===== src/rtl/ixwin_pkg.sv =====
package ixwin_pkg;

  localparam int BYTE_W = 8;
  localparam int WORD_W = 16;

  typedef enum logic [1:0] {
    WIN_OTHER = 2'd0,
    WIN_RADDR = 2'd1,
    WIN_WADDR = 2'd2,
    WIN_DATA  = 2'd3
  } win_sel_e;

  // Pair two serial bytes into one internal word, high byte first.
  function automatic logic [WORD_W-1:0] pair_bytes(input logic [BYTE_W-1:0] hi,
                                                    input logic [BYTE_W-1:0] lo);
    return {hi, lo};
  endfunction

  // Byte returned to the controller: half 0 is bits 15:8, half 1 is bits 7:0.
  function automatic logic [BYTE_W-1:0] word_half(input logic [WORD_W-1:0] w,
                                                   input logic            second);
    return second ? w[BYTE_W-1:0] : w[WORD_W-1:BYTE_W];
  endfunction

endpackage


===== src/rtl/ixwin_pairer.sv =====
module ixwin_pairer
  import ixwin_pkg::*;
#(
  parameter logic [7:0] CODE_RADDR = 8'h35,
  parameter logic [7:0] CODE_WADDR = 8'h36,
  parameter logic [7:0] CODE_DATA  = 8'h37
) (
  input  logic              clk,
  input  logic              rst_n,
  input  logic              sub_stb,
  input  logic [7:0]        sub_code,
  input  logic              wr_stb,
  input  logic [BYTE_W-1:0] wr_byte,
  input  logic              busy,
  output logic              go_write,
  output logic              go_read,
  output logic [WORD_W-1:0] go_addr,
  output logic [WORD_W-1:0] go_wdata,
  output logic              second_byte
);

  function automatic win_sel_e classify(input logic [7:0] code);
    if (code == CODE_RADDR)      return WIN_RADDR;
    else if (code == CODE_WADDR) return WIN_WADDR;
    else if (code == CODE_DATA)  return WIN_DATA;
    else                         return WIN_OTHER;
  endfunction

  win_sel_e          sel_q;
  logic              idx_q;
  logic [BYTE_W-1:0] first_q;
  logic [WORD_W-1:0] wtarget_q;
  logic              take;
  logic [WORD_W-1:0] joined;

  always_comb begin
    take     = wr_stb && !busy;
    joined   = pair_bytes(first_q, wr_byte);
    go_write = take && idx_q && (sel_q == WIN_DATA);
    go_read  = take && idx_q && (sel_q == WIN_RADDR);
    go_addr  = go_read ? joined : wtarget_q;
    go_wdata = joined;
  end

  always_ff @(posedge clk) begin
    if (!rst_n) begin
      sel_q     <= WIN_OTHER;
      idx_q     <= 1'b0;
      first_q   <= '0;
      wtarget_q <= '0;
    end else if (sub_stb) begin
      sel_q <= classify(sub_code);
      idx_q <= 1'b0;
    end else if (take) begin
      idx_q <= ~idx_q;
      if (!idx_q) first_q <= wr_byte;
      if (idx_q && (sel_q == WIN_WADDR)) wtarget_q <= joined;
    end
  end

  assign second_byte = idx_q;

  assert_restart_R7: assert property (@(posedge clk) disable iff (!rst_n)
    sub_stb |=> !second_byte);

  assert_pair_order_R2: assert property (@(posedge clk) disable iff (!rst_n)
    (take && idx_q && sel_q == WIN_WADDR) |=> wtarget_q[7:0] == $past(wr_byte));

endmodule


===== src/rtl/ixwin_access.sv =====
module ixwin_access
  import ixwin_pkg::*;
(
  input  logic              clk,
  input  logic              rst_n,
  input  logic              go_write,
  input  logic              go_read,
  input  logic [WORD_W-1:0] go_addr,
  input  logic [WORD_W-1:0] go_wdata,
  input  logic              mem_ack,
  input  logic [WORD_W-1:0] mem_rdata,
  output logic              mem_req,
  output logic              mem_we,
  output logic [WORD_W-1:0] mem_addr,
  output logic [WORD_W-1:0] mem_wdata,
  output logic [WORD_W-1:0] rd_buf
);

  logic launch;
  logic finish;

  always_comb begin
    launch = !mem_req && (go_write || go_read);
    finish = mem_req && mem_ack;
  end

  always_ff @(posedge clk) begin
    if (!rst_n) begin
      mem_req   <= 1'b0;
      mem_we    <= 1'b0;
      mem_addr  <= '0;
      mem_wdata <= '0;
      rd_buf    <= '0;
    end else if (launch) begin
      mem_req  <= 1'b1;
      mem_we   <= go_write;
      mem_addr <= go_addr;
      if (go_write) mem_wdata <= go_wdata;
    end else if (finish) begin
      mem_req <= 1'b0;
      if (!mem_we) rd_buf <= mem_rdata;
    end
  end

  assert_hold_R6: assert property (@(posedge clk) disable iff (!rst_n)
    (mem_req && !mem_ack) |=> (mem_req && $stable(mem_addr) && $stable(mem_we)
                               && $stable(mem_wdata)));

  assert_capture_R4: assert property (@(posedge clk) disable iff (!rst_n)
    (mem_req && mem_ack && !mem_we) |=> rd_buf == $past(mem_rdata));

  assert_launch_R3: assert property (@(posedge clk) disable iff (!rst_n)
    $rose(mem_req) |-> $past(go_write || go_read));

  assert_release_R6: assert property (@(posedge clk) disable iff (!rst_n)
    (mem_req && mem_ack) |=> !mem_req);

endmodule


===== src/rtl/ixwin_readout.sv =====
module ixwin_readout
  import ixwin_pkg::*;
(
  input  logic              clk,
  input  logic              rst_n,
  input  logic              sub_stb,
  input  logic              rd_stb,
  input  logic [WORD_W-1:0] rd_buf,
  output logic [BYTE_W-1:0] rd_byte
);

  logic half_q;

  always_ff @(posedge clk) begin
    if (!rst_n)       half_q <= 1'b0;
    else if (sub_stb) half_q <= 1'b0;
    else if (rd_stb)  half_q <= ~half_q;
  end

  assign rd_byte = word_half(rd_buf, half_q);

  assert_ptr_reset_R5: assert property (@(posedge clk) disable iff (!rst_n)
    sub_stb |=> (rd_byte == rd_buf[WORD_W-1:BYTE_W]) || $changed(rd_buf));

  assert_ptr_step_R5: assert property (@(posedge clk) disable iff (!rst_n)
    (rd_stb && !sub_stb) |=> half_q != $past(half_q));

endmodule


===== src/rtl/ixwin_bridge.sv =====
module ixwin_bridge
  import ixwin_pkg::*;
#(
  parameter logic [7:0] CODE_RADDR = 8'h35,
  parameter logic [7:0] CODE_WADDR = 8'h36,
  parameter logic [7:0] CODE_DATA  = 8'h37
) (
  input  logic        clk,
  input  logic        rst_n,
  input  logic        sub_stb,
  input  logic [7:0]  sub_code,
  input  logic        wr_stb,
  input  logic [7:0]  wr_byte,
  input  logic        rd_stb,
  output logic [7:0]  rd_byte,
  output logic        busy,
  output logic        mem_req,
  output logic        mem_we,
  output logic [15:0] mem_addr,
  output logic [15:0] mem_wdata,
  input  logic [15:0] mem_rdata,
  input  logic        mem_ack
);

  logic              go_write;
  logic              go_read;
  logic [WORD_W-1:0] go_addr;
  logic [WORD_W-1:0] go_wdata;
  logic              second_byte;
  logic [WORD_W-1:0] rd_buf;

  ixwin_pairer #(
    .CODE_RADDR(CODE_RADDR),
    .CODE_WADDR(CODE_WADDR),
    .CODE_DATA (CODE_DATA)
  ) u_pairer (
    .clk        (clk),
    .rst_n      (rst_n),
    .sub_stb    (sub_stb),
    .sub_code   (sub_code),
    .wr_stb     (wr_stb),
    .wr_byte    (wr_byte),
    .busy       (busy),
    .go_write   (go_write),
    .go_read    (go_read),
    .go_addr    (go_addr),
    .go_wdata   (go_wdata),
    .second_byte(second_byte)
  );

  ixwin_access u_access (
    .clk      (clk),
    .rst_n    (rst_n),
    .go_write (go_write),
    .go_read  (go_read),
    .go_addr  (go_addr),
    .go_wdata (go_wdata),
    .mem_ack  (mem_ack),
    .mem_rdata(mem_rdata),
    .mem_req  (mem_req),
    .mem_we   (mem_we),
    .mem_addr (mem_addr),
    .mem_wdata(mem_wdata),
    .rd_buf   (rd_buf)
  );

  ixwin_readout u_readout (
    .clk    (clk),
    .rst_n  (rst_n),
    .sub_stb(sub_stb),
    .rd_stb (rd_stb),
    .rd_buf (rd_buf),
    .rd_byte(rd_byte)
  );

  assign busy = mem_req;

  // an access only ever starts on the second byte of a pair
  assert_second_only_R3: assert property (@(posedge clk) disable iff (!rst_n)
    (go_write || go_read) |-> second_byte);

  assert_one_kind_R4: assert property (@(posedge clk) disable iff (!rst_n)
    $onehot0({go_write, go_read}));

endmodule


===== config.mk =====
export PLATFORM = sky130hd
export DESIGN_NAME = ixwin_bridge
export DESIGN_NICKNAME = d
export VERILOG_FILES = /design/src/rtl/ixwin_pkg.sv /design/src/rtl/ixwin_pairer.sv /design/src/rtl/ixwin_access.sv /design/src/rtl/ixwin_readout.sv /design/src/rtl/ixwin_bridge.sv
export SDC_FILE = /design/constraint.sdc
export NUM_CORES = 1
export LEC_CHECK = 0
export ABC_AREA = 0
export BUFFER_PORTS_ARGS = -buffer_cell sky130_fd_sc_hd__buf_2
export CELL_PAD_IN_SITES_DETAIL_PLACEMENT = 0
export CELL_PAD_IN_SITES_GLOBAL_PLACEMENT = 2
export CORE_ASPECT_RATIO = 1.25
export CORE_MARGIN = 5
export CORE_UTILIZATION = 29
export DETAILED_ROUTE_END_ITERATION = 8
export GPL_ROUTABILITY_DRIVEN = 0
export HOLD_SLACK_MARGIN = 0.05
export MAX_ROUTING_LAYER = met4
export PLACE_DENSITY_LB_ADDON = 0.1
export SLEW_MARGIN = 15
export SYNTH_ARGS = -nofsm -noshare
export SYNTH_HDL_FRONTEND = slang
export SYNTH_SLANG_ARGS = --single-unit

===== constraint.sdc =====
create_clock -name clk -period 1.3 [get_ports clk]
set_input_delay 0.195 -clock clk [delete_from_list [all_inputs] [get_ports clk]]
set_output_delay 0.195 -clock clk [all_outputs]
set_load 0.005 [all_outputs]

==> results.json <==
{
  "fin_crit_sh": 1.12,
  "area_growth_syn_to_layout_pct": 34.3,
  "worst_slew_pin_slew_ns": 0.412,
  "die_w_um": 105,
  "numCtsBuffers": 9,
  "cp-start-kind": "flip-flop",
  "die_y_um": 128,
  "netlist_area_um2": 3260,
  "clk_pin_slew_ns": 0.06,
  "dp_slack_ns": -0.0618,
  "drt_iter0_markers": 91,
  "gr-total-overflow": 0,
  "synth_seq_cells": 78,
  "skew_ns": 0.00793,
  "reg2reg_depth": 5,
  "grtUsageTotal": 0.133,
  "ys_warn_count": 0,
  "hold_violations": 0,
  "violations": "negative setup slack",
  "clk-insertion-delay-late_ns": 0.33,
  "fill_cells": 1117,
  "ys_seq_area_frac": 0.480,
  "mostFrequentLayoutCell": "nand2_1",
  "final_max_slew_viol_count": 0,
  "min_path_type": "input port to flip-flop",
  "synth_nets": 374,
  "synth_cell_types": 27,
  "wl_per_cell_um": 15.3,
  "synth_largest_area_cell": "dfxtp_1",
  "timing.rr.start": "u_access.mem_req",
  "grt_max_degree": 50,
  "ant_nets": 0,
  "num_vias": 2567,
  "maxCapViolations": 0,
  "critPathKind": "flip-flop to output port",
  "antenna_cells": 0,
  "hold_ws_ns": 0.0766,
  "setup_viol": 8,
  "final_cell_mix": "nand2_1 (113), dfxtp_1 (74), buf_2 (72)",
  "cts_htree_levels": 3,
  "coreArea_um2": 11000,
  "num_rows": 43,
  "clock-sinks": 78,
  "max_freq_ghz": 0.684,
  "power.total_mw": 5.27,
  "peakVddDrop_mv": 0.617,
  "cts_tree": "built",
  "start_util": 0.295,
  "r2r-end": "u_access.mem_wdata[6]",
  "slew_headroom": 0.723,
  "vias_per_cell": 4.56,
  "synth_area_leaders": "dfxtp_1 (48%), mux2i_1 (15%), nand2_1 (13%)",
  "status": "finished, violations left",
  "rsz0062_at_grt": "yes",
  "ioPinCount": 81,
  "endpoint_kind": "output port",
  "crit_fanout": 4,
  "period_minus_slack_ns": 1.46,
  "p_leak_nw": 2.17,
  "fin_area_um2": 4370,
  "grt_pass1_vias": 2648,
  "syn_area_per_cell_um2": 9.69,
  "hold_path_depth": 2,
  "finalWirelength_um": 8610,
  "r2r_slack_ns": 0.08,
  "drc": 0,
  "drive_gt1_frac": 0.313,
  "cp.required_ns": 1.11,
  "io_buffers": 80,
  "cts_max_path_buffers": 2,
  "root_buffer": "clkbuf_16",
  "fin_tns_setup_ns": -1.20,
  "setup_ws_ns": -0.161,
  "grt_pass1_wl_um": 13800,
  "dr.pass1.iters": 4,
  "power_density_nw_per_um2": 1210,
  "antenna_found_initial": 0,
  "final_nets": 461,
  "crit_path_end": "rd_byte[3]",
  "netlist_instances": 336,
  "synth.top_cell.area_share": 0.480,
  "cp.arrival_ns": 1.27,
  "placed_area_um2": 3880,
  "hpwlAfterDp_um": 5950,
  "startpoint": "u_readout.half_q",
  "dieArea_um2": 13500
}
==> through the flow <==
| step | instances | util |
|---|---|---|
| after global placement | 542 | 0.352 |
| after CTS | 559 | 0.383 |
| final | 563 | 0.396 |
| after global routing | 563 | 0.396 |
| after detailed placement | 542 | 0.352 |
| after floorplan | 336 | - |
==> state kept, by name (all words and copies together), names as in the netlist <==
register and flops:
u_pairer.wtarget_q 16, u_access.mem_we 1, u_access.mem_addr 16, u_access.mem_wdata 16, u_access.mem_req 1, u_readout.half_q 1, u_access.rd_buf 16, u_pairer.second_byte 1
u_pairer.sel_q 2, u_pairer.first_q 8
==> cell type report <==
type | count | area, um2 | share of cell area
well taps | 135 | 169 | 0.0386
repair buffers | 102 | 751 | 0.172
clock buffers | 11 | 253 | 0.0578
flip-flops and latches | 78 | 1570 | 0.359
clock inverters | 5 | 56.3 | 0.0129
multi-input cells | 232 | 1570 | 0.359
==> cell usage after synthesis (all sizes together) <==
cell,number
mux2i,48
nand2b,2
nor4b,1
nand3b,1
nor2,3
dfxtp,78
a22o,2
and3b,1
buf,15
o211a,16
xnor2,2
clkbuf,11
nand4,2
a21boi,25
mux2,8
o21a,1
nand4b,1
and4b,1
nor4,1
or4b,1
nand2,113
nor2b,3
==> how the worst min path moves through the flow <==
stage / startpoint / endpoint / slack, ns
after floorplan: sub_code[0] / u_pairer.sel_q[0] / 0.32
after global placement: sub_code[1] / u_pairer.sel_q[1] / 0.42
after detailed placement: sub_code[0] / u_pairer.sel_q[0] / 0.43
after CTS: sub_code[1] / u_pairer.sel_q[1] / 0.06
after global routing: sub_code[1] / u_pairer.sel_q[1] / 0.07
final: sub_code[1] / u_pairer.sel_q[1] / 0.08
==> logic make-up after synthesis <==
kind of cell | synth area share
compound gates | 0.115
xor+xnor | 0.00538
buf+inv | 0.0480
flops | 0.480
mux | 0.175
simple gates | 0.177
==> metal layers <==
layer / global-route usage / wire length [um] / share of wire
met1: 0.161 / 3930 / 0.46
met2: 0.211 / 4160 / 0.48
met3: 0.0366 / 389 / 0.045
met4: 0.0519 / 129 / 0.015
met5: - / 0 / 0
==> where the power goes <==
group | leakage [nW] | switching [mW] | internal [mW]
combinational | 1.39 | 0.134 | 0.126
clock | 0.152 | 0.999 | 1.59
sequential | 0.632 | 0.0165 | 2.40
==> critical path, stage by stage (launching register included) <==
cell and delay [ns]:
dfxtp_4 0.37, clkbuf_16 0.15, mux2_4 0.30, buf_6 0.11
==> what timing repair did <==
action | CTS | global route
pin swaps | 0 | 1
hold endpoints to repair | 0 | 0
gates resized for setup | 2 | 20
hold buffers | 0 | 0
gates cloned | 0 | 2
setup buffers | 1 | 2
setup endpoints to repair | 32 | 32
Note: power is estimated with default switching activity, not from simulation.
